## config.mk

```make
export PLATFORM = sky130hd
export DESIGN_NAME = chsw_ctrl
export DESIGN_NICKNAME = d
export VERILOG_FILES = /design/src/rtl/chsw_pkg.sv /design/src/rtl/chsw_sync.sv /design/src/rtl/chsw_i2c_tgt.sv /design/src/rtl/chsw_ctrl.sv
export SDC_FILE = /design/constraint.sdc
export NUM_CORES = 1
export LEC_CHECK = 0
export BUFFER_PORTS_ARGS = -buffer_cell sky130_fd_sc_hd__buf_2
export CAP_MARGIN = 10
export CORE_MARGIN = 2
export CORE_UTILIZATION = 25
export DETAILED_ROUTE_END_ITERATION = 12
export PLACE_DENSITY = 0.49
export SYNTH_ARGS = -nofsm -noshare
export SYNTH_HDL_FRONTEND = slang
export SYNTH_SLANG_ARGS = --single-unit
export TNS_END_PERCENT = 10
```

## constraint.sdc

```tcl
create_clock -name clk -period 3.1 [get_ports clk]
set_input_delay 0.31 -clock clk [delete_from_list [all_inputs] [get_ports clk]]
set_output_delay 0.31 -clock clk [all_outputs]
set_load 0.02 [all_outputs]
```

## src/rtl/chsw_pkg.sv

```systemverilog
package chsw_pkg;

  typedef enum logic [2:0] {
    ST_IDLE,
    ST_ADDR,
    ST_AACK,
    ST_WDAT,
    ST_WACK,
    ST_RDAT,
    ST_SKIP
  } tgt_state_e;

  // Upper seven bits of a header byte against the own address.
  function automatic logic addr_hit(input logic [7:0] hdr, input logic [6:0] own);
    return hdr[7:1] == own;
  endfunction

  // Byte returned on a read: enables low, pending flags in bits 4/5.
  function automatic logic [7:0] status_byte(input logic [1:0] en, input logic [1:0] irq_n);
    return {2'b00, ~irq_n[1], ~irq_n[0], 2'b00, en};
  endfunction

endpackage

```

## src/rtl/chsw_sync.sv

```systemverilog
module chsw_sync #(
  parameter int          W       = 1,
  parameter int          STAGES  = 2,
  parameter logic [W-1:0] RST_VAL = '1
) (
  input  logic         clk,
  input  logic         rst_n,
  input  logic [W-1:0] d,
  output logic [W-1:0] q
);
  localparam int LAST = STAGES - 1;

  logic [W-1:0] chain [STAGES];

  always_ff @(posedge clk or negedge rst_n) begin
    if (!rst_n) begin
      for (int i = 0; i < STAGES; i++) chain[i] <= RST_VAL;
    end else begin
      chain[0] <= d;
      for (int i = 1; i < STAGES; i++) chain[i] <= chain[i-1];
    end
  end

  assign q = chain[LAST];
endmodule

```

## src/rtl/chsw_i2c_tgt.sv

```systemverilog
module chsw_i2c_tgt
  import chsw_pkg::*;
#(
  parameter logic [6:0] TGT_ADDR = 7'h70,
  parameter int         BYTE_W   = 8
) (
  input  logic              clk,
  input  logic              rst_n,
  input  logic              scl_s,
  input  logic              sda_s,
  input  logic [BYTE_W-1:0] rd_byte,
  output logic              sda_oe,
  output logic              start_evt,
  output logic              stop_evt,
  output logic              wr_evt,
  output logic [BYTE_W-1:0] wr_byte,
  output logic              rd_evt
);
  localparam int CW = $clog2(BYTE_W);
  localparam logic [CW-1:0] LAST_BIT = CW'(BYTE_W - 1);

  tgt_state_e        state;
  logic              scl_q, sda_q;
  logic              scl_rise, scl_fall;
  logic [CW-1:0]     cnt;
  logic              full;
  logic              is_rd;
  logic [BYTE_W-1:0] sh, tx;

  always_ff @(posedge clk or negedge rst_n) begin
    if (!rst_n) begin
      scl_q <= 1'b1;
      sda_q <= 1'b1;
    end else begin
      scl_q <= scl_s;
      sda_q <= sda_s;
    end
  end

  assign start_evt = scl_s & scl_q &  sda_q & ~sda_s;
  assign stop_evt  = scl_s & scl_q & ~sda_q &  sda_s;
  assign scl_rise  = scl_s & ~scl_q;
  assign scl_fall  = ~scl_s & scl_q;

  always_ff @(posedge clk or negedge rst_n) begin
    if (!rst_n) begin
      state   <= ST_IDLE;
      cnt     <= '0;
      full    <= 1'b0;
      is_rd   <= 1'b0;
      sh      <= '0;
      tx      <= '0;
      sda_oe  <= 1'b0;
      wr_evt  <= 1'b0;
      wr_byte <= '0;
      rd_evt  <= 1'b0;
    end else begin
      wr_evt <= 1'b0;
      rd_evt <= 1'b0;
      if (start_evt) begin
        state  <= ST_ADDR;
        cnt    <= '0;
        full   <= 1'b0;
        sda_oe <= 1'b0;
      end else if (stop_evt) begin
        state  <= ST_IDLE;
        full   <= 1'b0;
        sda_oe <= 1'b0;
      end else begin
        case (state)
          ST_ADDR, ST_WDAT: begin
            if (scl_rise && !full) begin
              sh  <= {sh[BYTE_W-2:0], sda_s};
              cnt <= cnt + 1'b1;
              if (cnt == LAST_BIT) full <= 1'b1;
            end else if (scl_fall && full) begin
              full <= 1'b0;
              if (state == ST_ADDR) begin
                if (addr_hit(sh, TGT_ADDR)) begin
                  state  <= ST_AACK;
                  sda_oe <= 1'b1;
                  is_rd  <= sh[0];
                end else begin
                  state <= ST_SKIP;
                end
              end else begin
                state   <= ST_WACK;
                sda_oe  <= 1'b1;
                wr_evt  <= 1'b1;
                wr_byte <= sh;
              end
            end
          end
          ST_AACK: begin
            if (scl_fall) begin
              cnt <= '0;
              if (is_rd) begin
                tx     <= rd_byte;
                sda_oe <= ~rd_byte[BYTE_W-1];
                rd_evt <= 1'b1;
                state  <= ST_RDAT;
              end else begin
                sda_oe <= 1'b0;
                state  <= ST_WDAT;
              end
            end
          end
          ST_WACK: begin
            if (scl_fall) begin
              sda_oe <= 1'b0;
              state  <= ST_SKIP;
            end
          end
          ST_RDAT: begin
            if (scl_fall) begin
              if (cnt == LAST_BIT) begin
                sda_oe <= 1'b0;
                state  <= ST_SKIP;
              end else begin
                tx     <= {tx[BYTE_W-2:0], 1'b0};
                sda_oe <= ~tx[BYTE_W-2];
                cnt    <= cnt + 1'b1;
              end
            end
          end
          default: ;
        endcase
      end
    end
  end
endmodule

```

## src/rtl/chsw_ctrl.sv

```systemverilog
module chsw_ctrl
  import chsw_pkg::*;
#(
  parameter logic [6:0] TGT_ADDR    = 7'h70,
  parameter int         SYNC_STAGES = 2,
  parameter int         N_CH        = 2
) (
  input  logic            clk,
  input  logic            rst_n,
  input  logic            scl_in,
  input  logic            sda_in,
  output logic            sda_pull,
  input  logic [N_CH-1:0] irq_n_in,
  output logic [N_CH-1:0] ch_en,
  output logic            irq_pull
);
  localparam int SW = N_CH + 2;

  logic [SW-1:0]   sync_q;
  logic            scl_s, sda_s;
  logic [N_CH-1:0] irq_n_s;
  logic [N_CH-1:0] ctrl_q;
  logic [7:0]      rd_byte;
  logic            start_evt, stop_evt, wr_evt, rd_evt;
  logic [7:0]      wr_byte;

  chsw_sync #(.W(SW), .STAGES(SYNC_STAGES), .RST_VAL('1)) u_sync (
    .clk   (clk),
    .rst_n (rst_n),
    .d     ({irq_n_in, scl_in, sda_in}),
    .q     (sync_q)
  );

  assign {irq_n_s, scl_s, sda_s} = sync_q;
  assign rd_byte = status_byte(ctrl_q, irq_n_s);

  chsw_i2c_tgt #(.TGT_ADDR(TGT_ADDR), .BYTE_W(8)) u_tgt (
    .clk       (clk),
    .rst_n     (rst_n),
    .scl_s     (scl_s),
    .sda_s     (sda_s),
    .rd_byte   (rd_byte),
    .sda_oe    (sda_pull),
    .start_evt (start_evt),
    .stop_evt  (stop_evt),
    .wr_evt    (wr_evt),
    .wr_byte   (wr_byte),
    .rd_evt    (rd_evt)
  );

  always_ff @(posedge clk or negedge rst_n) begin
    if (!rst_n)      ctrl_q <= '0;
    else if (wr_evt) ctrl_q <= wr_byte[N_CH-1:0];
  end

  assign ch_en    = ctrl_q;
  assign irq_pull = ~&irq_n_s;
endmodule

```

==> results.yml, run 1 <==
power:
  clockPowerShare: 0.270
  swShare: 0.296
  seq_power_share: 0.520
  power-per-cell-area_nw_per_um2: 706
  cellLeakagePower_nw: 0.862
  p_switching_uw: 411
  intPower_uw: 976
  ir_drop_mv: 0.237
  p_total_mw: 1.39
  pwr-share-comb: 0.210
critical_path:
  endpoint_kind: "register"
  startpoint: "u_tgt.scl_q$_DFF_PN1_"
  crit_fanout: 8
  reg2reg_slack_ns: 1.08
  cp-start-kind: "register"
  r2r_cells: 4
  cp.arrival_ns: 2.19
  rr_endpoint: "u_tgt.wr_byte[1]$_DFFE_PN0P_"
  worstSetupPathType: "register to register"
  crit_end: "u_tgt.wr_byte[1]$_DFFE_PN0P_"
  r2r_start: "u_tgt.scl_q$_DFF_PN1_"
  crit_required_ns: 3.28
drt:
  drt-total-wl_um: 3010
  drtAntennaViolNets: 0
  drc: 0
  wl_per_cell_um: 12.5
  firstDrtPassIters: 4
  via_per_inst: 4.71
  drt-initial-drc-count: 64
  vias: 1141
synth:
  synth_top_area_cell: "dfrtp_1"
  synthTopCellsByCount: "29 x dfrtp_1, 19 x nand2_1, 14 x mux2_2"
  synth.avg_cell_area_um2: 11.6
  ys_warn_count: 0
  post-synth-top-count-cell: "dfrtp_1"
  synthDistinctLibCells: 41
  syn_inst: 150
  ys_ff_latch: 39
  syn-num-nets: 158
  synth_edf_count: 0
  synth.area.top_cells: "dfrtp_1 42%, dfstp_2 15%, mux2_2 9.0%"
  yosysSeqAreaShare: 0.567
  async_flop_share: 1.00
  synth.top_cell.area_share: 0.416
  syn-cell-area_um2: 1740
  synth_top_flop_cell: "dfrtp_1"
placed_design:
  place_inst: 233
  port_buffers: 9
  gp_congestion: 0.753
  place_ws_ns: 0.865
  dp_hpwl_um: 2030
clock_tree:
  cts_max_level: 2
  post_cts_buffers: 0
  cts.path.max_buffers: 2
  cts_num_sinks: 39
  clk_pin_slew_worst_paths_ns: 0.07
  cts_made_buffers: 5
  clock-root-buffer: "clkbuf_8"
  cts_tree: "yes"
  cts_resized: 0
  clk_latency_ns: 0.29
  ctsHoldBuffers: 0
global_route:
  grt_pass1_wl_um: 5260
  groute.usage.overall: 0.0881
  grt_pass1_vias: 1119
  grt_max_degree: 40
  antenna_found_initial: 0
  overflow: 0
final_layout:
  regArea_um2: 988
  multi_input_comb_area_um2: 708
  num-nets-final: 169
  syn_to_final_growth_pct: 12.8
  antenna_cells: 0
  fin_cells: 242
  drive_above_1_share: 0.284
  fill_cells: 701
timing:
  post-route-min-period_ns: 2.02
  finalSetupViolCount: 0
  fin_setup_tns_ns: 0
  finalClockSkew_ns: 0.00166
  slew_headroom: 0.442
  hold_viol: 0
  slew_viol_final: 0
  max_freq_ghz: 0.496
  fin_worst_hold_slack_ns: 0.114
  rsz0062_at_grt: "no"
  fin_ws_ns: 1.08
  finalCritPeriodShare: 0.650
  worstMarginPinSlew_ns: 0.837
run:
  cap_viol_max_count: 0
floorplanning:
  die_area_um2: 7660
  fp.dieH_um: 87.5
  io_pins: 10
  start_util: 0.258
  rows: 30
  core_area_um2: 6760
  fp.dieW_um: 87.5
run_status:
  outcome: "finished, final reports clean"
hold_path:
  hp-class: "primary input to register"
-- power by group through the flow --
| stage | Combinational (mW) | Sequential [mW] | Clock [mW] |
|---|---|---|---|
| after floorplan | 0.254 | 0.692 | 0 |
| after global routing | 0.333 | 0.741 | 0.409 |
| final | 0.291 | 0.721 | 0.375 |
| after global placement | 0.293 | 0.732 | 0 |
| after CTS | 0.296 | 0.721 | 0.388 |
| after detailed placement | 0.292 | 0.730 | 0 |
-- cell type report --
type / instances / share of cell area
Inverter: 4 / 0.00764
Tap cell: 80 / 0.0509
Clock buffer: 7 / 0.0490
Timing Repair Buffer: 10 / 0.0255
Multi-Input combinational cell: 101 / 0.360
Clock inverter: 1 / 0.00382
Sequential cell: 39 / 0.503
-- routing by layer --
| layer | global-route usage | vias up | wire (um) |
|---|---|---|---|
| met5 | 0 | - | 0 |
| met4 | 0.0378 | 0 | 63 |
| met3 | 0.0237 | 5 | 71 |
| met2 | 0.138 | 12 | 1440 |
| met1 | 0.114 | 566 | 1440 |
| li1 | - | 558 | - |
-- kinds of logic (layout without fill, tap and decap cells) --
logic type	after synthesis	in the layout	synth area share
simple gates	47	47	0.147
flops	39	39	0.567
compound gates	34	34	0.129
mux	17	17	0.111
buf+inv	10	22	0.0266
fa+ha+maj	2	2	0.0144
xor+xnor	1	1	0.00503
-- worst min path at each step --
stage | from | endpoint | slack [ns] | depth (start not counted)
6_report | irq_n_in[1] | u_sync.chain[7]$_DFF_PN1_ | 0.11 | 1
5_1_grt | irq_n_in[1] | u_sync.chain[7]$_DFF_PN1_ | 0.10 | 1
4_1_cts | irq_n_in[1] | u_sync.chain[7]$_DFF_PN1_ | 0.10 | 1
3_5_place_dp | u_sync.chain[5]$_DFF_PN1_ | u_sync.q[1]$_DFF_PN1_ | 0.35 | 0
3_3_place_gp | u_sync.chain[6]$_DFF_PN1_ | u_sync.q[2]$_DFF_PN1_ | 0.35 | 0
2_1_floorplan | rst_n | ch_en[0]$_DFFE_PN0P_ | 0.01 | 0
-- metrics by stage --
step	cell area [um^2]	utilization
2_1_floorplan	1740	-
4_1_cts	1960	0.290
5_1_grt	1970	0.291
3_5_place_dp	1860	0.275
6_report	1970	0.291
3_3_place_gp	1860	0.275
-- placed cells by master (no fill, tap or decap), drive strengths merged, types with 3 or more instances in the layout --
cell,count
inv,4
dfrtp,29
o21ai,13
nor3b,3
nor2b,4
clkbuf,7
buf,10
nand2b,5
nand2,19
mux2,15
a21oi,7
nor2,4
dfstp,10
-- flip-flops by register name, indices dropped and copies added (netlist names) --
name,count
u_tgt.tx,7
ch_en,2
u_sync.chain,4
u_tgt.wr_evt,1
u_tgt.sh,8
u_tgt.full,1
u_tgt.sda_oe,1
u_sync.q,4
u_tgt.wr_byte,2
u_tgt.is_rd,1
u_tgt.state,3
u_tgt.sda_q,1
u_tgt.scl_q,1
u_tgt.cnt,3
-- critical path, cell delays in order (launching register included) --
cell and delay, ns:
dfstp_2 0.60, nor2b_1 0.40, nand2_1 0.09, nor3_1 0.43, mux2_2 0.39
No activity file was read; power rests on OpenSTA's default activity.
==> run 2: changes to the inputs <==
- PLACE_DENSITY: 0.49 -> 0.51
- clock period: 3.1 -> 1.7 ns (I/O delays scaled with it)
==> run 2 against run 1 <==
Sequential share of layout area down 5.7 points; final cell count rose by 7.9%; first-iteration DRC count decreased by 20%; combinational power grew to 2.5 times the previous value; final area increased by 13%.
==> results.yml, run 2 (synthesis results as in run 1) <==
run_status:
  outcome: "finished, final reports clean"
power:
  ir_drop_mv: 0.314
  p_total_mw: 2.84
  cellLeakagePower_nw: 0.971
  power-per-cell-area_nw_per_um2: 1280
final_layout:
  antenna_cells: 0
  final_common_cell: "dfrtp_1"
  largest_register_ffs: 8
  stdcell_area_um2: 2220
  num-nets-final: 188
  final_cell_mix: "28 x dfrtp_1, 18 x nand2_1, 14 x mux2_2"
  regArea_um2: 990
  drive_above_1_share: 0.387
  multi_input_comb_area_um2: 778
  syn_to_final_growth_pct: 27.4
  fill_cells: 692
  top_regs: "u_tgt.sh (8), u_tgt.tx (7)"
  top_register: "u_tgt.sh"
drt:
  top_layer: "met4"
  firstDrtPassIters: 4
  wl_met2_um: 1720
  drt-total-wl_um: 3520
  drt-initial-drc-count: 51
  wl_met3_um: 106
  wl_per_cell_um: 13.5
  drc: 0
  vias: 1243
  route.layer.met1.wl_um: 1590
  drtAntennaViolNets: 0
  via_per_inst: 4.76
clock_tree:
  cts_max_level: 2
  cts.path.max_buffers: 2
  cts_num_sinks: 39
  clock-root-buffer: "clkbuf_8"
  cts_made_buffers: 5
  cts_tree: "yes"
  clk_latency_ns: 0.29
  clk_pin_slew_worst_paths_ns: 0.08
timing:
  rsz0062_at_grt: "yes"
  finalClockSkew_ns: 0.00321
  post-route-min-period_ns: 1.65
  max_freq_ghz: 0.604
  slew_viol_final: 0
  finalCritPeriodShare: 0.973
  fin_ws_ns: 0.0451
  hold_viol: 0
  finalSetupViolCount: 0
  slew_headroom: 0.597
  worstMarginPinSlew_ns: 0.604
hold_path:
  holdPathStages: 0
  hp-class: "register to register"
  worstHoldEndpoint: "u_sync.q[1]$_DFF_PN1_"
  min-delay-start: "u_sync.chain[5]$_DFF_PN1_"
critical_path:
  worstSetupPathType: "register to register"
  critPathSlowestCell: "or4_4"
  crit_fanout: 9
  rr_endpoint: "u_tgt.sh[2]$_DFFE_PN0P_"
  crit_required_ns: 1.88
  cp.arrival_ns: 1.84
  r2r_cells: 4
  max_stage_delay_ns: 0.54
  r2r_start: "u_tgt.state[2]$_DFFE_PN0P_"
  endpoint_kind: "register"
  cp-start-kind: "register"
  crit_chain: "nand2b_4 > or4_4 > buf_4 > mux2_2"
  reg2reg_slack_ns: 0.05
global_route:
  grt_pass1_wl_um: 6050
  antenna_found_initial: 0
  grt_pass1_vias: 1250
  grt_max_degree: 28
  overflow: 0
  groute.usage.overall: 0.103
floorplanning:
  fp.dieH_um: 87.5
  start_util: 0.258
  fp.dieW_um: 87.5
  rows: 30
  io_pins: 10
  die_area_um2: 7660
  core_area_um2: 6760
placed_design:
  port_buffers: 9
  dp_hpwl_um: 2410
  gp_congestion: 0.801
  place_ws_ns: -0.0397
  place_area_um2: 1960
run:
  cap_viol_max_count: 0
-- run 2: cell count changes in the layout (fill, tap and decap cells not counted), sizes merged --
cell / previous run / this run
clkbuf: 7 / 6
buf: 10 / 24
bufinv: 0 / 1
inv: 4 / 5
dlygate4sd3: 0 / 5
clkinvlp: 1 / 0
-- run 2: how the worst max path moves through the flow --
| stage | start | cells after the start | end | slack, ns |
|---|---|---|---|---|
| 3_5_place_dp | u_tgt.cnt[0]$_DFFE_PN0P_ | 8 | u_tgt.tx[1]$_DFFE_PN0P_ | -0.04 |
| 4_1_cts | u_tgt.cnt[0]$_DFFE_PN0P_ | 8 | u_tgt.tx[4]$_DFFE_PN0P_ | -0.02 |
| 6_report | u_tgt.state[2]$_DFFE_PN0P_ | 4 | u_tgt.sh[2]$_DFFE_PN0P_ | 0.05 |
| 3_3_place_gp | u_tgt.scl_q$_DFF_PN1_ | 5 | u_tgt.wr_byte[1]$_DFFE_PN0P_ | -0.08 |
| 5_1_grt | u_tgt.cnt[1]$_DFFE_PN0P_ | 8 | u_tgt.tx[4]$_DFFE_PN0P_ | -0.02 |
| 2_1_floorplan | u_tgt.state[2]$_DFFE_PN0P_ | 5 | u_tgt.cnt[0]$_DFFE_PN0P_ | -0.04 |
-- run 2: per-layer routing --
layer  vias to the layer above  track usage
li1                        598            -
met1                       614        0.132
met2                        21        0.156
met3                        10       0.0313
met4                         0       0.0503
met5                         -            0
-- run 2: timing repair --
action                                 in CTS  in global routing
gates resized for setup                     8                 13
setup endpoints to repair                  10                 12
endpoints found under the hold margin      19                  0
gates cloned                                1                  0
buffers inserted                            0                  1
hold buffers                                5                  0
pin swaps                                   1                  5
-- run 2: through the flow --
stage | cells | utilization | hold WS [ns] | TNS [ns]
2_1_floorplan | 150 | - | -0.126 | -0.327
3_3_place_gp | 246 | 0.290 | 0.228 | -0.159
3_5_place_dp | 246 | 0.290 | 0.228 | -0.246
4_1_cts | 260 | 0.320 | 0.360 | -0.0758
5_1_grt | 261 | 0.329 | 0.363 | -0.0392
6_report | 261 | 0.329 | 0.358 | 0
-- run 2: final cells by class --
type                    instances  share of cell area
repair buffers                 29              0.0970
multi-input cells             101               0.351
well taps                      80              0.0451
clock buffers                   6              0.0372
inverters                       4             0.00676
flip-flops and latches         39               0.446
clock inverters                 2              0.0175
-- run 2: critical path: cells and delay by family, from the launching register on --
kind	cells	cell delay, ns
flip-flops	1	0.38
buffers and inverters	1	0.19
AND/OR/NAND/NOR	2	0.69
multiplexers	1	0.28
-- run 2: report_power, final --
group | switching [mW] | total [mW] | leakage [nW] | internal [mW]
Sequential | 0.156 | 1.28 | 0.485 | 1.12
Clock | 0.353 | 0.836 | 0.0618 | 0.483
Combinational | 0.336 | 0.730 | 0.424 | 0.394
==> run 3: changes to the inputs <==
- PLACE_DENSITY: 0.51 -> 0.42
==> run 3 against run 2 <==
Total power is 0.70% higher; combinational power is 11% higher; wire length is 0.11% lower; highest routed layer unchanged; hold slack worse by 0.11 ns; via count is 1.3% lower; die area stayed put; setup slack hardly changed; core utilization is 0.46 points higher; clock-buffer cell count is 1 lower.
==> results.yml, run 3 (synthesis results as in run 1) <==
timing:
  max_freq_ghz: 0.604
  finalClockSkew_ns: 0.00694
  slew_viol_final: 0
  hold_viol: 0
  worstMarginPinSlew_ns: 0.375
  finalCritPeriodShare: 0.974
  finalSetupViolCount: 0
  fin_setup_tns_ns: 0
  rsz0062_at_grt: "yes"
  slew_headroom: 0.748
  fin_worst_hold_slack_ns: 0.247
  post-route-min-period_ns: 1.66
final_layout:
  top_register: "u_tgt.sh"
  post-route-util: 0.333
  antenna_cells: 0
  stdcell_area_um2: 2250
  final_cell_mix: "28 x dfrtp_1, 18 x nand2_1, 14 x mux2_2"
  num-nets-final: 190
  drive_above_1_share: 0.399
  fin_cells: 263
  top_regs: "u_tgt.sh (8), u_tgt.tx (7)"
  largest_register_ffs: 8
  syn_to_final_growth_pct: 29.1
  final_common_cell: "dfrtp_1"
clock_tree:
  clk_pin_slew_worst_paths_ns: 0.08
  cts.path.max_buffers: 2
  cts_num_sinks: 39
  cts_made_buffers: 5
  cts_max_level: 2
  clk_latency_ns: 0.29
  clock-root-buffer: "clkbuf_8"
  cts_tree: "yes"
power:
  seq_power_share: 0.449
  intPower_mw: 2.01
  swShare: 0.297
  power-per-cell-area_nw_per_um2: 1270
  p_switching_uw: 850
  clockPowerShare: 0.270
  cellLeakagePower_nw: 0.996
  ir_drop_mv: 0.471
  pwr-share-comb: 0.282
placed_design:
  gp_congestion: 0.820
  place_inst: 247
  dp_hpwl_um: 2440
  port_buffers: 9
  place_area_um2: 1990
critical_path:
  cp-start-kind: "register"
  crit_required_ns: 1.89
  cp.arrival_ns: 1.84
  worstSetupPathType: "register to register"
  endpoint_kind: "register"
  crit_fanout: 4
  r2r_cells: 7
global_route:
  grt_max_degree: 33
  overflow: 0
  antenna_found_initial: 0
  grt_pass1_vias: 1264
  grt_pass1_wl_um: 6250
  groute.usage.overall: 0.107
drt:
  drt-total-wl_um: 3520
  drt-initial-drc-count: 61
  wl_per_cell_um: 13.4
  vias: 1227
  drtAntennaViolNets: 0
  via_per_inst: 4.67
  firstDrtPassIters: 4
  drc: 0
floorplanning:
  die_area_um2: 7660
  io_pins: 10
  rows: 30
  fp.dieH_um: 87.5
  fp.dieW_um: 87.5
  start_util: 0.258
  core_area_um2: 6760
run:
  cap_viol_max_count: 0
run_status:
  outcome: "finished, final reports clean"
hold_path:
  hp-class: "primary input to asynchronous set/reset pin"
-- run 3: path summary, 6_finish.rpt --
path / start / to / slack (ns)
worst max-delay path: u_tgt.cnt[1]$_DFFE_PN0P_ / u_tgt.state[2]$_DFFE_PN0P_ / 0.04
worst min-delay path: rst_n / u_tgt.full$_DFFE_PN0P_ / 0.25
worst max register to register: u_tgt.cnt[1]$_DFFE_PN0P_ / u_tgt.state[2]$_DFFE_PN0P_ / 0.04
worst min register to register: u_sync.chain[4]$_DFF_PN1_ / u_sync.q[0]$_DFF_PN1_ / 0.36
max in group asynchronous: rst_n / u_sync.q[2]$_DFF_PN1_ / 0.95
min in group clk: u_sync.chain[4]$_DFF_PN1_ / u_sync.q[0]$_DFF_PN1_ / 0.36
-- run 3: through the flow --
| stage | power [mW] | setup WS (ns) |
|---|---|---|
| 4_1_cts | 2.81 | 0.00686 |
| 3_3_place_gp | 1.97 | 0.0212 |
| 5_1_grt | 3.06 | -0.0395 |
| 3_5_place_dp | 2.01 | -0.0457 |
| 2_1_floorplan | 1.74 | -0.0438 |
| 6_report | 2.86 | 0.0448 |
-- run 3: per-layer routing --
| metal | global-route usage | part of all wire | vias to the layer above |
|---|---|---|---|
| met1 | 0.136 | 0.47 | 612 |
| met4 | 0.0420 | 0.018 | 0 |
| met2 | 0.172 | 0.49 | 10 |
| li1 | - | - | 599 |
| met3 | 0.0284 | 0.025 | 6 |
| met5 | 0 | 0 | - |
-- run 3: layout make-up --
cell class / instances / area [um^2]
clock inverters: 3 / 43.8
clock buffers: 5 / 68.8
flip-flops and latches: 39 / 990
repair buffers: 31 / 255
well taps: 80 / 100
fillers: 671 / 4510
inverters: 4 / 15.0
multi-input cells: 101 / 778
-- run 3: timing repair --
action | in CTS | in global routing
endpoints found under the hold margin | 36 | 0
cloned | 1 | 0
hold buffers | 5 | 0
resized for setup | 7 | 14
pin swaps | 2 | 3
endpoints found under the setup margin | 10 | 14
buffers inserted | 0 | 2
-- run 3: power groups by stage --
stage / combinational (mW) / sequential (mW) / clock [mW]
final: 0.807 / 1.28 / 0.773
after detailed placement: 0.715 / 1.29 / 0
after CTS: 0.736 / 1.28 / 0.799
after global placement: 0.692 / 1.28 / 0
after global routing: 0.898 / 1.31 / 0.854
after floorplan: 0.473 / 1.27 / 0
-- run 3: worst max-delay path, stage by stage (launching register included) --
cell and delay (ns):
dfrtp_1 0.40, ha_2 0.19, ha_4 0.17, buf_4 0.15
nand2b_4 0.14, a32oi_2 0.20, nor2_1 0.08, o211a_1 0.21
